[config.mk]
export PLATFORM = sky130hd
export DESIGN_NAME = bert_monitor
export DESIGN_NICKNAME = d
export VERILOG_FILES = /design/src/rtl/bertm_pkg.sv /design/src/rtl/bertm_count.sv /design/src/rtl/bertm_irq.sv /design/src/rtl/bert_monitor.sv
export SDC_FILE = /design/constraint.sdc
export NUM_CORES = 1
export LEC_CHECK = 0
export ABC_AREA = 1
export BUFFER_PORTS_ARGS = -buffer_cell sky130_fd_sc_hd__buf_2
export CORE_UTILIZATION = 45
export DETAILED_ROUTE_END_ITERATION = 16
export GPL_TIMING_DRIVEN = 0
export HOLD_SLACK_MARGIN = 0.05
export PLACE_DENSITY = 0.73
export SYNTH_ARGS = -nofsm -noshare
export SYNTH_HDL_FRONTEND = slang
export SYNTH_HIERARCHICAL = 1
export SYNTH_SLANG_ARGS = --single-unit
[constraint.sdc]
create_clock -name clk -period 1.5 [get_ports clk]
set_input_delay 0 -clock clk [delete_from_list [all_inputs] [get_ports clk]]
set_output_delay 0 -clock clk [all_outputs]
set_load 0.005 [all_outputs]
[src/rtl/bertm_pkg.sv]
`timescale 1ns/1ps
package bertm_pkg;
  localparam int NUM_EV = 4;
  localparam int ADDR_W = 3;
  localparam int RD_W   = 32;

  localparam int EV_PM  = 0;
  localparam int EV_BIT = 1;
  localparam int EV_NZ  = 2;
  localparam int EV_OOS = 3;

  localparam logic [ADDR_W-1:0] A_BITS = 3'd0;
  localparam logic [ADDR_W-1:0] A_ERRS = 3'd1;
  localparam logic [ADDR_W-1:0] A_LIVE = 3'd2;
  localparam logic [ADDR_W-1:0] A_FLAG = 3'd3;
  localparam logic [ADDR_W-1:0] A_MASK = 3'd4;

  // saturating increment: holds at cap
  function automatic logic [31:0] sat_next(logic [31:0] cur, logic inc, logic [31:0] cap);
    return (inc && cur != cap) ? cur + 32'd1 : cur;
  endfunction

  // new flag vector: clears first, then sets, so a set wins a collision
  function automatic logic [NUM_EV-1:0] flag_next(logic [NUM_EV-1:0] cur,
                                                  logic [NUM_EV-1:0] clr,
                                                  logic [NUM_EV-1:0] set);
    return (cur & ~clr) | set;
  endfunction
endpackage

[src/rtl/bertm_count.sv]
`timescale 1ns/1ps
module bertm_count #(
  parameter int W = 32
) (
  input  logic         clk,
  input  logic         rst_n,
  input  logic         inc,
  input  logic         upd,
  output logic [W-1:0] run,
  output logic [W-1:0] snap
);
  localparam logic [W-1:0] CAP = '1;

  logic [W-1:0] base;
  logic [W-1:0] run_nxt;

  always_comb begin
    base    = upd ? '0 : run;
    run_nxt = W'(bertm_pkg::sat_next(32'(base), inc, 32'(CAP)));
  end

  always_ff @(posedge clk or negedge rst_n) begin
    if (!rst_n) begin
      run  <= '0;
      snap <= '0;
    end else begin
      run <= run_nxt;
      if (upd) snap <= run;
    end
  end
endmodule

[src/rtl/bertm_irq.sv]
`timescale 1ns/1ps
module bertm_irq #(
  parameter int N = 4
) (
  input  logic         clk,
  input  logic         rst_n,
  input  logic [N-1:0] ev,
  input  logic         clr_all,
  input  logic [N-1:0] clr_sel,
  input  logic         en_we,
  input  logic [N-1:0] en_wdata,
  output logic [N-1:0] flags,
  output logic [N-1:0] enables,
  output logic         irq_n
);
  logic [N-1:0] clr;
  logic [N-1:0] flags_nxt;
  logic [N-1:0] en_nxt;

  always_comb begin
    clr       = clr_sel | {N{clr_all}};
    flags_nxt = bertm_pkg::flag_next(flags, clr, ev);
    en_nxt    = en_we ? en_wdata : enables;
  end

  always_ff @(posedge clk or negedge rst_n) begin
    if (!rst_n) begin
      flags   <= '0;
      enables <= '0;
      irq_n   <= 1'b1;
    end else begin
      flags   <= flags_nxt;
      enables <= en_nxt;
      irq_n   <= ~|(flags_nxt & en_nxt);
    end
  end
endmodule

[src/rtl/bert_monitor.sv]
`timescale 1ns/1ps
module bert_monitor #(
  parameter int CNT_W = 32,
  parameter int ERR_W = 32
) (
  input  logic                          clk,
  input  logic                          rst_n,
  input  logic                          bit_vld,
  input  logic                          bit_err,
  input  logic                          oos_in,
  input  logic                          pm_upd,
  input  logic                          ack_mode,
  input  logic [bertm_pkg::ADDR_W-1:0]  reg_addr,
  input  logic                          reg_rd,
  input  logic                          reg_wr,
  input  logic [bertm_pkg::NUM_EV-1:0]  reg_wdata,
  output logic [bertm_pkg::RD_W-1:0]    reg_rdata,
  output logic                          irq_n
);
  import bertm_pkg::*;

  logic [CNT_W-1:0]  run_bits, snap_bits;
  logic [ERR_W-1:0]  run_err, snap_err;
  logic              err_hit;
  logic              err_nz, err_nz_nxt;
  logic              oos_q, pm_done;
  logic [NUM_EV-1:0] ev, flags, enables, clr_sel;
  logic              clr_all, en_we, flag_sel;

  // event wires, named for the checker
  assign err_hit    = bit_vld & bit_err;
  assign err_nz     = |run_err;
  assign err_nz_nxt = pm_upd ? err_hit : (err_nz | err_hit);

  always_comb begin
    ev         = '0;
    ev[EV_PM]  = pm_upd;
    ev[EV_BIT] = err_hit;
    ev[EV_NZ]  = err_nz_nxt & ~err_nz;
    ev[EV_OOS] = oos_in ^ oos_q;
  end

  bertm_count #(.W(CNT_W)) u_bits (
    .clk(clk), .rst_n(rst_n), .inc(bit_vld), .upd(pm_upd),
    .run(run_bits), .snap(snap_bits)
  );

  bertm_count #(.W(ERR_W)) u_errs (
    .clk(clk), .rst_n(rst_n), .inc(err_hit), .upd(pm_upd),
    .run(run_err), .snap(snap_err)
  );

  always_ff @(posedge clk or negedge rst_n) begin
    if (!rst_n) begin
      oos_q   <= 1'b0;
      pm_done <= 1'b0;
    end else begin
      oos_q   <= oos_in;
      pm_done <= pm_upd;
    end
  end

  assign flag_sel = (reg_addr == A_FLAG);
  assign clr_all  = reg_rd & flag_sel & ~ack_mode;
  assign clr_sel  = (reg_wr & flag_sel & ack_mode) ? reg_wdata : '0;
  assign en_we    = reg_wr & (reg_addr == A_MASK);

  bertm_irq #(.N(NUM_EV)) u_irq (
    .clk(clk), .rst_n(rst_n), .ev(ev), .clr_all(clr_all), .clr_sel(clr_sel),
    .en_we(en_we), .en_wdata(reg_wdata), .flags(flags), .enables(enables),
    .irq_n(irq_n)
  );

  always_comb begin
    reg_rdata = '0;
    case (reg_addr)
      A_BITS:  reg_rdata = RD_W'(snap_bits);
      A_ERRS:  reg_rdata = RD_W'(snap_err);
      A_LIVE:  reg_rdata = RD_W'({oos_q, err_nz, pm_done});
      A_FLAG:  reg_rdata = RD_W'(flags);
      A_MASK:  reg_rdata = RD_W'(enables);
      default: reg_rdata = '0;
    endcase
  end
endmodule

Word-level counts from Yosys, hierarchy flattened
Index checks and enable logic that the tools add are counted.

storage, ports and cells
  bits of input ports = 16
  register bits = 139

cells by class
  add/sub/neg operators = 2
  equality and inequality tests = 6
  bitwise operators = 16
  muxes and demuxes = 8
  reductions and logical operators = 6

operators with widths
  kind                   number
  $pmux 32 s5            1
  $mux 32                4
  $add 32x1->32 const B  2
  $ne 32x32->1 const B   2
  $reduce_or 32->1       1
  $and 4x4->4            2
  $mux 4                 2
  $or 4x4->4             2
  $and 1x1->1            7
  $eq 3x2->1 const B     2
  $not 4->4              1
  $reduce_or 4->1        1
  $eq 3x1->1 const B     1
  $eq 3x3->1 const B     1
  $logic_not 3->1        1
  $logic_and 1x1->1      2
  $not 1->1              2
  $logic_not 1->1        1
  $mux 1                 1
  $or 1x1->1             1
  $xor 1x1->1            1

Logic depth before layout (Yosys ltp)
  depth in word-level cells = 11
  depth in mapped cells = 13
  mapped depth without buffers = 12

Modules after synthesis
Netlist, hierarchy kept.

modules (own cells, without submodules)
  module        seq. area each (um2)  area an instance (um2)  instances  cells each
  bertm_count   1601.5                3582.2                  2          515
  bert_monitor  50.0                  728.2                   1          122
  bertm_irq     226.5                 362.8                   1          44

Worst setup path after synthesis
OpenSTA, ideal clock, no wires.

  kind = register to register
  start = reg u_errs.run[1]
  end = reg u_errs.run[22]
  buffers on the path = 1
  path slack = 0.053 ns
  cell stages (with the launch flop) = 13
  data arrival time = 1.331 ns
  clock period less this slack = 1.447 ns
  cell sequence = dfrtp_1 -> inv_1 -> nor2_1 -> nand2_1 -> nor2_1 -> nand2_1 -> nor2_1 -> nand2_2 -> nand2_2 -> inv_2 -> buf_6 -> nand2_1 -> nand2_1

between the ends
  longest elaborated chain between the ends = 4

RTL lines
  item                                                                   line               source
  start: declaration                                                     bertm_count.sv:9   output logic [W-1:0] run,
  start signal: assignment                                               bertm_count.sv:27  run <= run_nxt;
  $mux 32 (*)                                                            bertm_count.sv:18  base = upd ? '0 : run;
  parallel branches: the longest is 2 deep, another holds $add 32x1->32  n/a
  $mux 32 (*)                                                            bertm_pkg.sv:20    return (inc && cur != cap) ? cur + 32'd1 : cur;
  via u_errs.run_nxt[22]                                                 bertm_count.sv:15  logic [W-1:0] run_nxt;

Mark *: on every way through the listed nets, which the timed path passes.
A chain may end at the register's enable or synchronous reset.

Worst setup path after layout
  start = reg u_errs.run[18]
  end = reg u_errs.run[4]

between the ends
  longest elaborated chain between the ends = 4

RTL lines
  item                   line
  $mux 32                bertm_count.sv:18
  $ne 32x32->1           bertm_pkg.sv:20
  $logic_and 1x1->1      bertm_pkg.sv:20
  $mux 32                bertm_pkg.sv:20
  via u_errs.run_nxt[4]  bertm_count.sv:15

The timed path passes the listed nets, and every way through them passes these cells.

==> flow_metrics.py <==
metrics = {
    "outcome": {
        "status": "finished, violations left",
        "violations": "setup timing",
    },
    "min_path": {
        "min_path_type": "in2async",
    },
    "yosys": {
        "ys_seq_elements": 139,
        "async_flop_share": 1.00,
        "syn_area_per_cell_um2": 6.90,
        "synth_nets": 1212,
        "syn_inst": 1196,
        "synth_ff_type": "dfrtp_1",
        "yosys-top-cells-area": "dfrtp_1 42%, nand2_1 24%, nor2_1 7.0%",
        "synth-edff-count": 0,
        "synth_cell_type_count": 31,
        "netlist_area_mm2": 0.00826,
        "seq_area_frac_synth": 0.421,
        "synth_commonest_cells": "537 x nand2_1, 153 x nor2_1, 138 x dfrtp_1",
        "yosysTopAreaCell": "dfrtp_1",
        "ys.warnings.count": 6,
        "yosysTopAreaCellShare": 0.418,
        "synth.most_common_cell": "nand2_1",
    },
    "drt": {
        "postRouteWirelength_um": 28800,
        "ant_nets": 0,
        "vias_per_cell": 5.55,
        "wl_per_cell_um": 17.9,
        "dr.first_iter.drc_count": 1128,
        "drt_first_pass_iters": 8,
        "vias": 8922,
        "drc": 0,
    },
    "timing": {
        "setup-tns-final_ps": -9080,
        "slew_viol_final": 0,
        "max_freq_ghz": 0.580,
        "setup_violations": 67,
        "skew_ps": 13.2,
        "hold_viol_final": 0,
        "slew_headroom": 0.614,
        "rsz0062_at_grt": "true",
        "post-route-min-period_ps": 1720,
        "fin_crit_sh": 1.15,
        "worst_slack_ps": -223,
        "worst_pin_slew_ps": 579,
    },
    "cts": {
        "path_clk_slew_ps": 70,
        "clockBufferDepth": 2,
        "cts_root_buffer": "clkbuf_16",
        "clk_latency_ps": 430,
        "clkSinkCount": 139,
        "cts_tree": "built",
        "numCtsBuffers": 17,
        "htreeDepth": 4,
    },
    "die": {
        "ios": 49,
        "die_h_um": 137,
        "initial_core_util": 0.460,
        "dieArea_mm2": 0.0189,
        "die_w_um": 137,
        "rows": 49,
        "core_area_mm2": 0.0180,
    },
    "layout": {
        "finalNetCount": 1383,
        "diodes": 0,
        "final_util": 0.630,
        "finalNonFillerCells": 1607,
        "drive_gt1_frac": 0.316,
        "area_growth_pct": 37.0,
    },
    "pwr": {
        "vdd_drop_max_uv": 685,
        "power_density_mw_per_mm2": 805,
        "p_leak_nw": 5.65,
        "p_total_mw": 9.10,
    },
    "grt": {
        "antenna_found_initial": 0,
        "track_usage": 0.291,
        "grt_max_degree": 98,
        "first_global_vias": 7819,
        "grt_remaining_overflow": 0,
        "grt_pass1_wl_um": 41200,
    },
    "critical_path": {
        "cp.required_ps": 1810,
        "end_kind": "register",
        "critPathLaunchType": "register",
        "cp_max_fo": 5,
        "crit_type": "reg2reg",
        "crit_arrival_ps": 2040,
    },
    "placed_design": {
        "dp_worst_setup_slack_ps": -429,
        "numPlacedInstances": 1474,
        "hpwl_um": 17500,
        "portBuffers": 48,
        "gp_congestion": 0.917,
    },
    "job": {
        "cap_violations": 0,
    },
}
[cells by family after synthesis]
group / after synthesis / synth area share
buffers and inverters: 138 / 0.0828
AO/OA/AOI/OAI: 63 / 0.0521
AND/OR/NAND/NOR: 843 / 0.430
XOR/XNOR: 13 / 0.0138
flip-flops: 139 / 0.421
[placed cells by master (no fill, tap or decap), types with 30 or more instances in the layout]
| cell | netlist | routed |
|---|---|---|
| nand2_1 | 537 | 463 |
| nor2_1 | 153 | 115 |
| dfrtp_1 | 138 | 105 |
| inv_1 | 89 | 87 |
| buf_4 | 6 | 71 |
| nand3_1 | 84 | 61 |
| nand2_2 | 5 | 58 |
| buf_2 | 12 | 57 |
| dfrtp_2 | 0 | 33 |
| nand3_2 | 15 | 32 |
| nor2_2 | 16 | 30 |
[registers in the layout, summed over array words and instances, names as in the netlist]
signal         count
u_irq/flags        4
u_errs/snap       32
oos_q              1
u_errs/run        32
u_irq/irq_n        1
u_bits/run        32
u_bits/snap       32
u_irq/enables      4
pm_done            1
[worst max-delay path: stages (launching register included)]
cell      delay, ps
dfrtp_2         460
nand3_2         160
nor2_4          160
nand2_2          80
nor2_2          120
nand2_2         130
buf_6           170
buf_8           140
a21boi_2        140
nor2_1           60
[layer usage]
metal  wire length, µm  global-route usage  share of wire  vias up
met2             13200               0.444           0.46      532
li1                  -                   -              -     4085
met1             11900               0.397           0.41     4191
met3              2570              0.0659          0.089      114
met4              1160               0.117          0.040        0
met5                 0                   0              0        -
[report_power, final]
part / switching, mW / internal (mW)
Clock: 1.64 / 2.81
Sequential: 0.0404 / 3.82
Combinational: 0.508 / 0.289
[final cells by class]
cell class,instances,area (µm²)
Multi-Input combinational cell,919,4820
Clock inverter,11,171
Fill cell,1469,6650
Inverter,96,380
Buffer,42,385
Tap cell,229,287
Clock buffer,19,443
Timing Repair Buffer,152,1310
Sequential cell,139,3520
[per-stage QoR]
| stage | instance area, µm² | hold WS, ps |
|---|---|---|
| after floorplan | 8260 | -296 |
| after global placement | 8780 | 134 |
| after detailed placement | 8820 | -53.5 |
| after CTS | 10400 | 51.2 |
| after global routing | 11300 | 105 |
| final | 11300 | 49.6 |
[path summary, 6_finish.rpt]
path                                  from              end  slack (ps)  cells past startpoint
max                         u_errs/run[18]    u_errs/run[4]        -220                      9
min                                  rst_n    u_bits/run[5]          50                      2
max reg2reg                 u_errs/run[18]    u_errs/run[4]        -220                      9
min reg2reg                u_bits/snap[26]  u_bits/snap[26]         480                      2
max in group asynchronous            rst_n   u_errs/run[27]         580                      3
min in group clk                    reg_rd   u_irq/flags[0]          60                      6
[repair_timing]
action                                  CTS  global route
cloned                                    4             6
hold buffers                             11             0
buffers inserted                         60            22
pin swaps                                34            70
hold endpoints to repair                149             0
endpoints found under the setup margin   66            75
resized for setup                       117           163
Note: power is estimated with default switching activity, not from simulation.
